===== config.mk =====
export PLATFORM = sky130hd
export DESIGN_NAME = hyst_phase_steer
export DESIGN_NICKNAME = d
export VERILOG_FILES = /design/src/rtl/hps_pkg.sv /design/src/rtl/hps_limits.sv /design/src/rtl/hps_window.sv /design/src/rtl/hps_min_tree.sv /design/src/rtl/hyst_phase_steer.sv
export SDC_FILE = /design/constraint.sdc
export NUM_CORES = 1
export LEC_CHECK = 0
export CAP_MARGIN = 20
export CORE_MARGIN = 2
export CORE_UTILIZATION = 48
export CTS_CLUSTER_SIZE = 14
export DETAILED_ROUTE_END_ITERATION = 6
export GPL_ROUTABILITY_DRIVEN = 0
export HOLD_SLACK_MARGIN = 0.08
export PLACE_DENSITY = 0.78
export SYNTH_ARGS = -nofsm -noshare
export SYNTH_HDL_FRONTEND = slang
export SYNTH_SLANG_ARGS = --single-unit

===== constraint.sdc =====
create_clock -name clk -period 4.15 [get_ports clk]
set_clock_uncertainty 0.1 [all_clocks]
set_input_delay 0.6225 -clock clk [delete_from_list [all_inputs] [get_ports clk]]
set_output_delay 0.6225 -clock clk [all_outputs]
set_load 0.02 [all_outputs]

===== src/rtl/hps_pkg.sv =====
package hps_pkg;
  typedef enum logic [1:0] {
    M_OFF = 2'd0,
    M_ONE = 2'd1,
    M_ALL = 2'd2
  } mode_t;

  localparam int SEL_OUT_LO = 0;
  localparam int SEL_IN_LO  = 1;
  localparam int SEL_IN_HI  = 2;
  localparam int SEL_OUT_HI = 3;
endpackage


===== src/rtl/hps_limits.sv =====
module hps_limits #(
  parameter int VW      = 12,
  parameter int DEF_OLO = 2028,
  parameter int DEF_ILO = 2038,
  parameter int DEF_IHI = 2058,
  parameter int DEF_OHI = 2068
) (
  input  logic          clk,
  input  logic          rst,
  input  logic          we,
  input  logic [1:0]    sel,
  input  logic [VW-1:0] data,
  output logic [VW-1:0] out_lo,
  output logic [VW-1:0] in_lo,
  output logic [VW-1:0] in_hi,
  output logic [VW-1:0] out_hi
);
  import hps_pkg::*;

  always_ff @(posedge clk) begin
    if (rst) begin
      out_lo <= VW'(DEF_OLO);
      in_lo  <= VW'(DEF_ILO);
      in_hi  <= VW'(DEF_IHI);
      out_hi <= VW'(DEF_OHI);
    end else if (we) begin
      case (int'(sel))
        SEL_OUT_LO: out_lo <= data;
        SEL_IN_LO:  in_lo  <= data;
        SEL_IN_HI:  in_hi  <= data;
        default:    out_hi <= data;
      endcase
    end
  end
endmodule


===== src/rtl/hps_window.sv =====
module hps_window #(
  parameter int VW = 12
) (
  input  logic [VW-1:0] v,
  input  logic [VW-1:0] out_lo,
  input  logic [VW-1:0] in_lo,
  input  logic [VW-1:0] in_hi,
  input  logic [VW-1:0] out_hi,
  output logic          below_out,
  output logic          below_in,
  output logic          above_in,
  output logic          above_out
);
  assign below_out = v < out_lo;
  assign below_in  = v < in_lo;
  assign above_in  = v > in_hi;
  assign above_out = v > out_hi;
endmodule


===== src/rtl/hps_min_tree.sv =====
module hps_min_tree #(
  parameter int NPH  = 4,
  parameter int IW   = 12,
  parameter int IDXW = (NPH > 1) ? $clog2(NPH) : 1
) (
  input  logic [NPH*IW-1:0] cur,
  output logic [IDXW-1:0]   min_idx
);
  localparam int LVL = (NPH > 1) ? $clog2(NPH) : 0;
  localparam int P   = 1 << LVL;

  logic [IW-1:0]   nv [1:2*P-1];
  logic [IDXW-1:0] ni [1:2*P-1];

  genvar k;
  generate
    for (k = 0; k < P; k++) begin : g_leaf
      if (k < NPH) begin : g_real
        assign nv[P+k] = cur[k*IW +: IW];
        assign ni[P+k] = IDXW'(k);
      end else begin : g_pad
        assign nv[P+k] = '1;
        assign ni[P+k] = '0;
      end
    end
    for (k = 1; k < P; k++) begin : g_node
      logic take_r;
      assign take_r = nv[2*k+1] < nv[2*k];
      assign nv[k]  = take_r ? nv[2*k+1] : nv[2*k];
      assign ni[k]  = take_r ? ni[2*k+1] : ni[2*k];
    end
  endgenerate

  assign min_idx = ni[1];
endmodule


===== src/rtl/hyst_phase_steer.sv =====
module hyst_phase_steer #(
  parameter int NPH     = 4,
  parameter int VW      = 12,
  parameter int IW      = 12,
  parameter int DEF_OLO = 2028,
  parameter int DEF_ILO = 2038,
  parameter int DEF_IHI = 2058,
  parameter int DEF_OHI = 2068
) (
  input  logic              clk,
  input  logic              rst,
  input  logic              smp_valid,
  input  logic [VW-1:0]     vout,
  input  logic [NPH*IW-1:0] iph,
  input  logic              cfg_we,
  input  logic [1:0]        cfg_sel,
  input  logic [VW-1:0]     cfg_data,
  output logic [NPH-1:0]    hs_en,
  output logic [NPH-1:0]    ls_en
);
  import hps_pkg::*;

  localparam int IDXW = (NPH > 1) ? $clog2(NPH) : 1;

  logic [VW-1:0]   lim_olo, lim_ilo, lim_ihi, lim_ohi;
  logic            b_out, b_in, a_in, a_out;
  logic [IDXW-1:0] min_idx;
  mode_t           mode_q, mode_d;
  logic [IDXW-1:0] sel_q, sel_d;
  logic [NPH-1:0]  hs_d;

  hps_limits #(
    .VW(VW), .DEF_OLO(DEF_OLO), .DEF_ILO(DEF_ILO),
    .DEF_IHI(DEF_IHI), .DEF_OHI(DEF_OHI)
  ) u_lim (
    .clk(clk), .rst(rst), .we(cfg_we), .sel(cfg_sel), .data(cfg_data),
    .out_lo(lim_olo), .in_lo(lim_ilo), .in_hi(lim_ihi), .out_hi(lim_ohi)
  );

  hps_window #(.VW(VW)) u_win (
    .v(vout), .out_lo(lim_olo), .in_lo(lim_ilo), .in_hi(lim_ihi),
    .out_hi(lim_ohi), .below_out(b_out), .below_in(b_in),
    .above_in(a_in), .above_out(a_out)
  );

  hps_min_tree #(.NPH(NPH), .IW(IW), .IDXW(IDXW)) u_tree (
    .cur(iph), .min_idx(min_idx)
  );

  always_comb begin
    mode_d = mode_q;
    sel_d  = sel_q;
    if (smp_valid) begin
      if (b_out) begin
        mode_d = M_ALL;
      end else if (a_in || a_out) begin
        mode_d = M_OFF;
      end else if (b_in && mode_q != M_ONE) begin
        mode_d = M_ONE;
        sel_d  = min_idx;
      end
    end
  end

  always_comb begin
    hs_d = '0;
    case (mode_d)
      M_ALL:   hs_d = '1;
      M_ONE:   hs_d[sel_d] = 1'b1;
      default: hs_d = '0;
    endcase
  end

  always_ff @(posedge clk) begin
    if (rst) begin
      mode_q <= M_OFF;
      sel_q  <= '0;
      hs_en  <= '0;
      ls_en  <= '1;
    end else begin
      mode_q <= mode_d;
      sel_q  <= sel_d;
      hs_en  <= hs_d;
      ls_en  <= ~hs_d;
    end
  end
endmodule


== After elaboration in Yosys (flattened, before gate mapping) ==
Index checks and enable logic that the tools add are counted.
Storage, ports and cells
  output and inout bits: 8
  word-level logic and storage cells: 49
  input bits: 78
  register bits: 60
Cells by class
  eq/ne operators: 5
  muxes and demuxes: 16
  magnitude comparators: 9
  bitwise logic cells: 2
  reduce and logical (&&, ||, !) cells: 9
Operators with widths (count)
  $lt 12x12->1: 5
  $gt 12x12->1: 2
  $mux 12: 2
  $mux 2: 9
  $pmux 4 s2: 1
  $reduce_and 2->1: 4
  $eq 2x1->1 const B: 2
  $eq 2x2->1 const B: 2
  $not 4->4: 1
  $lt 2x3->1 const B: 1
  $mux 1: 3
  $reduce_or 3->1: 1
  $demux 1 s2: 1
  $ge 2x1->1 const B: 1
  $logic_and 1x1->1: 2
  $logic_not 2->1: 1
  $ne 2x1->1 const B: 1
  $logic_or 1x1->1: 1
  $not 1->1: 1

== Longest topological paths before layout ==
  depth in word-level cells: 14
  gate-level depth with buffers: 18
  mapped depth without buffers: 17

== Modules after synthesis ==
A second synthesis with hierarchy kept.
Second synthesis, totals
  cell total of the unflattened synthesis: 553
  area total of the unflattened synthesis: 4892.2 µm²
Modules (own cells, without submodules)
  hps_limits: area each 1924.3 µm², sequential area each 960.9 µm², times used 1, cells an instance 186
  hps_min_tree: area each 1191.1 µm², sequential area each 0.0 µm², times used 1, cells an instance 153
  hps_window: area each 1154.9 µm², sequential area each 0.0 µm², times used 1, cells an instance 153
  hyst_phase_steer: area each 621.8 µm², sequential area each 240.2 µm², times used 1, cells an instance 61

== Worst setup path before layout ==
No wires, ideal clock.
  path type: input to register
  from: in iph[1]
  to: reg ls_en[1]
  stages on the path: 17
  slack: 0.007 ns
  required time: 3.899 ns
  path buffers: 2
  arrival time: 3.892 ns
  setup time: 0.151 ns
  cell sequence: inv_1 -> ha_1 -> a2111oi_2 -> o31ai_1 -> a221o_1 -> buf_2 -> buf_1 -> mux2i_1 -> ha_1 -> a21oi_1 -> nand2_1 -> a221o_1 -> nor2b_1 -> o211ai_1 -> o211a_2 -> a211oi_4 -> a41oi_1
On the way
  cells in the longest elaborated chain, start to end: 14
  elaborated cells between the ends (all ways): 16
  classes of those cells: order compare: 4; mux: 10; bitwise: 1; reduce/logical: 1
RTL lines
  from (decl): line hyst_phase_steer.sv:14  | input logic [NPH*IW-1:0] iph,
  $lt 12x12->1: line hps_min_tree.sv:28  | assign take_r = nv[2*k+1] < nv[2*k];
  $mux 12: line hps_min_tree.sv:29  | assign nv[k] = take_r ? nv[2*k+1] : nv[2*k];
  $lt 12x12->1: line hps_min_tree.sv:28
  $mux 2 *: line hps_min_tree.sv:30  | assign ni[k] = take_r ? ni[2*k+1] : ni[2*k];
  $mux 2 *: line hyst_phase_steer.sv:58  | end else if (b_in && mode_q != M_ONE) begin
  $mux 2 *: line hyst_phase_steer.sv:56  | end else if (a_in || a_out) begin
  $mux 2 *: line hyst_phase_steer.sv:54  | if (b_out) begin
  $mux 2 *: line hyst_phase_steer.sv:53  | if (smp_valid) begin
  $lt 2x3->1 (implied by the code) or $ge 2x1->1 (tied branches): line hyst_phase_steer.sv:69  | M_ONE: hs_d[sel_d] = 1'b1;
  $logic_and 1x1->1 (implied by the code): line hyst_phase_steer.sv:69
  $mux 1 (implied by the code): line hyst_phase_steer.sv:69
  $demux 1 s2 *: line hyst_phase_steer.sv:69
  $pmux 4 s2 *: line hyst_phase_steer.sv:67  | case (mode_d)
  $not 4->4 *: line hyst_phase_steer.sv:84  | ls_en <= ~hs_d;
  to (signal assigned): line hyst_phase_steer.sv:84
  to (decl): line hyst_phase_steer.sv:19  | output logic [NPH-1:0] ls_en
Every way passes the cells marked *; elsewhere a longest branch is shown, timed or not.
A chain may end at the register's enable or synchronous reset.

== Worst setup path after layout ==
  from: in iph[32]
  to: reg ls_en[1]
Same word-level chain as after synthesis.

==> run_results.csv <==
group,metric,value,unit
status,status,"complete, but fails checks",
status,violations,"setup timing",
final_layout,syn2layout_area_growth,39.7,%
timing,fin_ws,-68.5,ps
grt,grt_max_degree,54,
timing,maxSlewViolCount,0,
timing,slew_headroom,31.2,%
setup_path,startpoint,"iph[32]",
timing,fmax,237,MHz
grt,antenna_found_initial,0,
setup_path,r2r_end,"ls_en[1]",
clock_network,cts_root_buffer,"clkbuf_8",
floorplan,core-area,9200,um^2
power_and_ir_drop,power,0.00175,W
setup_path,cp-endpoint,"ls_en[1]",
setup_path,path_cells,"clkdlybuf4s50_1 > inv_1 > ha_2 > a21o_1 > a21oi_4 > o22ai_2 > a211oi_2 > buf_4 > nand2_1 > o21ai_2 > ha_1 > nand4_1 > nor2_2 > a221o_1 > nor2b_2 > o211ai_1 > o211a_2 > a211oi_4 > a41oi_2",
route,drc,0,
setup_path,reg2reg_slack,890,ps
final_layout,insertedDiodeCount,0,
floorplan,ios,86,
placement,dp_hpwl,9050,um
clock_network,cts.sinks,60,
power_and_ir_drop,clkPwrFrac,30.5,%
clock_network,h-tree-depth,3,
route,vias_per_cell,5.63,
route,wl_per_cell,16.4,um
setup_path,crit_slowest_cell,"clkdlybuf4s50_1",
timing,fin_crit_sh,102,%
synthesis,async_flop_share,0,%
setup_path,r2r-start,"u_lim.out_lo[7]",
floorplan,rows,35,
power_and_ir_drop,p_comb_share,34.3,%
power_and_ir_drop,leakagePower,3.02,nW
setup_path,critical_path_required,4250,ps
synthesis,synth_seq_cells,60,
placement,portBuffers,85,
setup_path,start_kind,"input port",
setup_path,critical_path.max_stage_delay,470,ps
final_layout,drive_gt1_share,16.7,%
floorplan,dieArea,10200,um^2
hold_path,min_path_type,"register to register",
synthesis,yosysWarnings,0,
power_and_ir_drop,switchingPower,0.000544,W
placement,placed_cell_area,5650,um^2
timing,worstMarginPinSlew,1030,ps
power_and_ir_drop,p_per_area,278,nW/um^2
job,drv_cap,0,
route,num_vias,4477,
setup_path,reg2regPathDepth,13,
synthesis,synth_nets,722,
final_layout,final_util,68.5,%
synthesis,seq_area_frac_synth,26.6,%
grt,grt-ovfl-total,0,
grt,grt_pass1_wl,19700,um
final_layout,final_cell_mix,"86 x nand2_1, 66 x ha_1, 65 x inv_1, 60 x dfxtp_1, 60 x clkdlybuf4s50_1",
timing,fin_crit,4220,ps
setup_path,crit_type,"input port to register",
synthesis,synth_edf_count,0,
route,first_pass_iters,4,
synthesis,avgSynthCellArea,8.01,um^2
floorplan,fp.dieH,101,um
synthesis,synth_area,4510,um^2
synthesis,ys_types,58,
placement,pre_cts_ws,-407,ps
route,wl,13100,um
power_and_ir_drop,switching_share,31.1,%
clock_network,cts_made_buffers,9,
setup_path,cp.arrival,4320,ps
timing,setup_violations,3,
final_layout,final_common_cell,"nand2_1",
route,drtAntennaViolNets,0,
final_layout,regArea,1200,um^2
clock_network,clock_latency,340,ps
final_layout,multi_input_area,3260,um^2
power_and_ir_drop,ir_drop,0.174,mV
route,drt_iter0_drc,201,
power_and_ir_drop,power_frac_seq,35.2,%
final_layout,nFillCells,702,
clock_network,clockBufferDepth,2,
clock_network,tritoncts,"yes",
floorplan,initial_utilization,49.0,%
floorplan,die_w,101,um
clock_network,clk_pin_slew,70,ps
setup_path,cp-end-kind,"register",
synthesis,synthFlopType,"dfxtp_1",
grt,grt_usage,24.0,%
power_and_ir_drop,internal_power,0.00121,W
final_layout,final_cell_area,6300,um^2
timing,hold_viol,0,
timing,whs,354,ps
final_layout,finalNetCount,838,
synthesis,synth_cells,563,
setup_path,cp_max_fo,6,
grt,grt_pass1_vias,4378,
==> power groups by stage <==
stage	clock (W)	combinational (W)	sequential (W)
global placement	0	0.000478	0.000628
CTS	0.000541	0.000507	0.000616
finish	0.000535	0.000600	0.000616
detailed placement	0	0.000499	0.000629
global route	0.000568	0.000658	0.000618
floorplan	0	0.000284	0.000634
==> worst min path at each step <==
stage	cells past startpoint	end	slack, ps	from
after floorplan	2	u_lim.in_hi[10]	340	u_lim.in_hi[10]
after global placement	2	u_lim.in_hi[5]	340	u_lim.in_hi[5]
after detailed placement	2	u_lim.out_hi[7]	350	u_lim.out_hi[7]
after CTS	2	u_lim.out_hi[7]	360	u_lim.out_hi[7]
after global routing	2	u_lim.out_hi[7]	380	u_lim.out_hi[7]
final	2	u_lim.out_hi[7]	350	u_lim.out_hi[7]
==> flip-flops by register name (all words and copies together) (netlist names) <==
register and cells:
sel_q 2, u_lim.in_lo 12, hs_en 4, mode_q 2, u_lim.in_hi 12, u_lim.out_lo 12, u_lim.out_hi 12, ls_en 4
==> metal layers <==
| layer | up-vias | GRT usage, % | share of wire [%] | wire (um) |
|---|---|---|---|---|
| li1 | 2208 | - | - | - |
| met1 | 2069 | 28.1 | 41 | 5330 |
| met2 | 159 | 42.9 | 51 | 6600 |
| met3 | 41 | 4.30 | 5.6 | 735 |
| met4 | 0 | 9.67 | 3.0 | 398 |
| met5 | - | 0 | 0 | 0 |
==> cell usage after synthesis (7+ instances only) <==
cell type	count	share of area (%)
a21oi_1	43	4.8
nand2_1	87	7.2
clkbuf_1	16	1.3
ha_1	81	22
a211o_1	11	2.1
nand3b_1	12	2.0
nor2_1	30	2.5
o21ai_0	25	2.8
nand2b_1	7	0.97
inv_1	75	6.2
dfxtp_1	60	27
nand4_1	13	1.8
nor3_1	8	0.89
mux2i_1	12	2.7
==> kinds of logic after synthesis <==
family	share of synthesized area, %
and+or+nand+nor	18.8
AOI/OAI and AO/OA	21.4
buffers and inverters	7.77
adders and majority gates	22.5
DFF	26.6
muxes	2.91
==> critical path, delay by kind of cell <==
kind,cells,cell delay (ps)
buffers and inverters,3,760
AND/OR/NAND/NOR,4,440
adder cells (fa/ha/maj),2,480
AO/OA/AOI/OAI,10,2020
==> cell type report <==
cell class,count,share of cell area (%)
repair buffers,123,19.3
inverters,75,4.47
flip-flops and latches,60,19.1
clock inverters,5,0.795
well taps,111,2.21
multi-input cells,410,51.8
clock buffers,11,2.40
==> metrics by stage <==
step / TNS (ps) / std cells
3_5_place_dp: -3390 / 769
3_3_place_gp: -2360 / 769
5_1_grt: -976 / 795
6_report: -120 / 795
2_1_floorplan: 0 / 563
4_1_cts: 0 / 786
==> what timing repair did <==
item / 4_1_cts / 5_1_grt
endpoints found under the setup margin: 7 / 10
gates cloned: 1 / 0
pin swaps: 3 / 41
resized for setup: 3 / 93
hold buffers: 0 / 0
setup buffers: 0 / 8
Note: power is estimated with default switching activity, not from simulation.
